### config.mk
export PLATFORM = sky130hd
export DESIGN_NAME = scan_addr_gen
export DESIGN_NICKNAME = d
export VERILOG_FILES = /design/src/rtl/scan_addr_gen.sv
export SDC_FILE = /design/constraint.sdc
export NUM_CORES = 1
export LEC_CHECK = 0
export BUFFER_PORTS_ARGS = -buffer_cell sky130_fd_sc_hd__buf_2
export CAP_MARGIN = 20
export CORE_ASPECT_RATIO = 1.75
export CORE_MARGIN = 2
export CORE_UTILIZATION = 40
export CTS_BUF_LIST = sky130_fd_sc_hd__clkbuf_2
export CTS_CLUSTER_SIZE = 30
export DETAILED_ROUTE_END_ITERATION = 16
export GPL_ROUTABILITY_DRIVEN = 0
export SLEW_MARGIN = 20
export SYNTH_ARGS = -nofsm -noshare
export SYNTH_HDL_FRONTEND = slang
export SYNTH_SLANG_ARGS = --single-unit
### constraint.sdc
create_clock -name clk -period 2.6 [get_ports clk]
set_clock_uncertainty 0.1 [all_clocks]
set_input_delay 0.13 -clock clk [delete_from_list [all_inputs] [get_ports clk]]
set_output_delay 0.13 -clock clk [all_outputs]
set_load 0.03 [all_outputs]
### src/rtl/scan_addr_gen.sv
module scan_addr_gen #(
  parameter int AW        = 22,
  parameter int BYTEW     = 9,
  parameter int LENW      = 7,
  parameter int CURS_STEP = 16
) (
  input  logic            clk,
  input  logic            rst_n,
  input  logic            reg_wr,
  input  logic [2:0]      reg_sel,
  input  logic [31:0]     reg_wdata,
  input  logic            frame_start,
  input  logic            line_start,
  input  logic [LENW-1:0] cmp_len,
  output logic            line_vld,
  output logic [AW-1:0]   fb_line_addr,
  output logic [BYTEW-1:0] fb_line_bytes,
  output logic [AW-1:0]   cb_line_addr,
  output logic            cb_fetch_en,
  output logic            cb_line_ok,
  output logic [3:0]      pix_offset,
  output logic [AW-1:0]   curs_addr
);
  localparam int SZW = BYTEW + LENW;
  localparam logic [AW-1:0] CSTEP = AW'(CURS_STEP);

  logic [AW-1:0]  fb_start_q, cb_start_q, cur_start_q, pitch_q;
  logic [SZW-1:0] size_q;
  logic [AW-1:0]  fb_ptr, cb_ptr, cur_ptr;
  logic           first_q;
  logic           cmp_on;

  assign cmp_on       = (fb_start_q == '0);
  assign pix_offset   = fb_start_q[3:0];
  assign fb_line_addr = fb_ptr;
  assign cb_line_addr = cb_ptr;
  assign curs_addr    = cur_ptr;

  always_ff @(posedge clk or negedge rst_n) begin
    if (!rst_n) begin
      fb_start_q  <= '0;
      cb_start_q  <= '0;
      cur_start_q <= '0;
      pitch_q     <= '0;
      size_q      <= '0;
    end else if (reg_wr) begin
      case (reg_sel)
        3'd0: fb_start_q  <= reg_wdata[AW-1:0];
        3'd1: cb_start_q  <= {reg_wdata[AW-1:4], 4'b0};
        3'd2: cur_start_q <= reg_wdata[AW-1:0];
        3'd3: pitch_q     <= {reg_wdata[AW-1:4], 4'b0};
        3'd4: size_q      <= reg_wdata[SZW-1:0];
        default: ;
      endcase
    end
  end

  always_ff @(posedge clk or negedge rst_n) begin
    if (!rst_n) begin
      fb_ptr  <= '0;
      cb_ptr  <= '0;
      cur_ptr <= '0;
      first_q <= 1'b1;
    end else if (frame_start) begin
      fb_ptr  <= {fb_start_q[AW-1:4], 4'b0};
      cb_ptr  <= cb_start_q;
      cur_ptr <= cur_start_q;
      first_q <= ~line_start;
    end else if (line_start) begin
      if (first_q) begin
        first_q <= 1'b0;
      end else begin
        fb_ptr  <= fb_ptr + pitch_q;
        cb_ptr  <= cb_ptr + pitch_q;
        cur_ptr <= cur_ptr + CSTEP;
      end
    end
  end

  always_ff @(posedge clk or negedge rst_n) begin
    if (!rst_n) begin
      line_vld      <= 1'b0;
      fb_line_bytes <= '0;
      cb_fetch_en   <= 1'b0;
      cb_line_ok    <= 1'b0;
    end else begin
      line_vld <= line_start;
      if (line_start) begin
        fb_line_bytes <= size_q[BYTEW-1:0];
        cb_fetch_en   <= cmp_on;
        cb_line_ok    <= cmp_on && (cmp_len <= size_q[SZW-1:BYTEW]);
      end
    end
  end
endmodule


==> results.json <==
{
  "peakVddDrop_mv": 0.579,
  "dr.pass1.iters": 5,
  "mostFrequentLayoutCell": "dfrtp_1",
  "final_util_pct": 49.8,
  "fp.dieH_um": 199,
  "grt.overflow.total": 0,
  "antenna_found_initial": 1,
  "yosys.area.top_type_share_pct": 47.8,
  "vias": 6688,
  "nNetsFinal": 1068,
  "grt_max_degree": 61,
  "fmax_ghz": 0.397,
  "hold_class": "input port to register",
  "grt_pass1_vias": 6848,
  "cap_viol_max_count": 0,
  "dieArea_mm2": 0.0229,
  "outcome": "finished clean",
  "yosys.area.top_type": "dfrtp_1",
  "layout-drive-gt1-share_pct": 31.3,
  "synth.area.top_cells": "dfrtp_1 48%, mux2_2 13%, ha_1 6.1%",
  "rr_endpoint": "cb_line_addr[20]",
  "dp_hpwl_um": 16300,
  "avgSynthCellArea_um2": 10.9,
  "row_count": 71,
  "synth_edf_count": 0,
  "slew_headroom_pct": 61.9,
  "synthCells": 795,
  "design_area_mm2": 0.0107,
  "dieWidth_um": 115,
  "drt_iter0_markers": 276,
  "path_max_fanout": 3,
  "initial_core_util_pct": 40.6,
  "path_clk_slew_ps": 260,
  "timing.critical_path.to": "cb_line_addr[20]",
  "wire_per_inst_um": 17.4,
  "required_ps": 3220,
  "insertion_delay_ps": 780,
  "final_cell_mix": "164 x dfrtp_1, 108 x buf_2, 100 x mux2_2",
  "r2r_start": "pitch_q[4]",
  "yosys_warnings": 0,
  "portBuffers": 110,
  "start_kind": "register",
  "seq_area_frac_synth_pct": 48.1,
  "synth_cell_types": 65,
  "seq_area_mm2": 0.00418,
  "reg2regPathDepth": 9,
  "cts_tree": "yes",
  "io_pins": 129,
  "grt_pass1_wl_um": 35500,
  "power_density_mw_per_mm2": 903,
  "hold_viol": 0,
  "fin_crit_ps": 2520,
  "setup_viol": 0,
  "synthArstFlopShare_pct": 100,
  "end_kind": "register",
  "clk_path_buf_depth": 2,
  "path_class": "register to register",
  "htreeDepth": 4,
  "core_area_mm2": 0.0214,
  "root_buffer": "clkbuf_2",
  "setup.worst_path.start": "pitch_q[4]",
  "ant_nets": 0,
  "tns_ps": 0,
  "clock_sinks": 167,
  "area_delta_synth_final_pct": 22.7,
  "vias_per_cell": 5.21,
  "multi_input_area_mm2": 0.00434,
  "cts_buffers": 17,
  "p_leak_nw": 4.86,
  "netlist_area_mm2": 0.00868,
  "drc": 0,
  "worst-slew-pin-transition_ps": 557,
  "holdWs_ps": 79.5,
  "crit_arrival_ps": 3140,
  "final_max_slew_viol_count": 0,
  "worst-r2r-setup-slack_ps": 80,
  "routed_wl_um": 22300,
  "ys_ff_latch": 167,
  "dpl_cell_area_mm2": 0.00973,
  "synthFlopType": "dfrtp_1",
  "fin_crit_sh_pct": 96.9,
  "rsz0062_at_grt": "yes",
  "grtUsageTotal_pct": 20.2,
  "fillers": 1973
}
worst min path at each step:
stage,start,end,slack (ps),cells past startpoint
2_1_floorplan,rst_n,cb_fetch_en,-270,0
3_3_place_gp,rst_n,fb_line_bytes[7],8,1
3_5_place_dp,rst_n,size_q[7],10,1
4_1_cts,reg_wdata[3],fb_start_q[3],2,3
5_1_grt,reg_wdata[18],fb_start_q[18],30,4
6_report,reg_wdata[10],size_q[10],80,4
flip-flops by register name, indices dropped and copies added (netlist names):
| name | count |
|---|---|
| cb_line_addr | 18 |
| cb_line_ok | 1 |
| cb_fetch_en | 1 |
| size_q | 16 |
| curs_addr | 22 |
| fb_start_q | 22 |
| cb_start_q | 18 |
| fb_line_addr | 18 |
| line_vld | 1 |
| fb_line_bytes | 9 |
| first_q | 1 |
| pitch_q | 18 |
| cur_start_q | 22 |
worst max-delay path: stages (launching register included):
cell	delay (ps)
dfrtp_1	490
ha_4	180
fa_2	360
a211oi_4	270
o211ai_2	160
a41o_4	250
a31oi_4	210
o21ai_2	80
xnor2_1	140
a221oi_2	210
metrics by stage:
step | setup slack (ps) | std cells | power (mW)
finish | 79.4 | 1283 | 9.62
global placement | -37.4 | 1193 | 7.89
detailed placement | -90.2 | 1193 | 7.95
global route | -47.4 | 1283 | 10.3
floorplan | 12.0 | 802 | 6.66
CTS | -49.5 | 1278 | 9.62
area by class of cell:
cell class	instances	share of cell area, %
repair buffers	201	13.5
inverters	17	0.599
well taps	292	3.43
clock buffers	18	0.845
clock inverters	14	1.63
diodes	1	0.0235
multi-input cells	573	40.7
flip-flops and latches	167	39.3
repair_timing:
item                                    CTS  global route
pin swaps                                 7            10
hold endpoints to repair                334             3
gates resized for setup                   7            12
endpoints found under the setup margin    4            12
hold buffers                             51             2
setup buffers                             2             2
synthesized netlist by cell type, types with 8 or more instances:
library cell and instances:
clkbuf_1 26, nand2_1 83, and3_1 8, a21o_1 15
xnor2_1 19, nor3_1 8, mux2_2 100, a21oi_1 41
buf_4 12, a211oi_1 9, nor2_1 35, ha_1 42
nand4_1 10, mux2i_1 11, inv_1 17, dfrtp_1 166
nand3_1 14, xor2_1 24, o21ai_0 62
layer usage:
metal  track usage [%]  share of wire [%]  up-vias
li1                  -                  -     3200
met1              23.6                 40     3325
met2              36.6                 54      133
met3              3.93                3.3       30
met4              6.60                2.3        0
met5                 0                  0        -
where the power goes:
part	internal, mW	leakage, nW	switching, mW
clock	0.552	0.156	0.970
combinational	1.88	2.68	2.49
sequential	3.21	2.02	0.514
logic make-up after synthesis:
family | synth area share [%]
buffers and inverters | 3.29
and+or+nand+nor | 10.2
other | 0.0432
DFF | 48.1
xor gates and xnor gates | 4.34
AOI/OAI and AO/OA | 13.2
adders and majority gates | 6.51
muxes | 14.2
(Power assumes the default switching activity.)
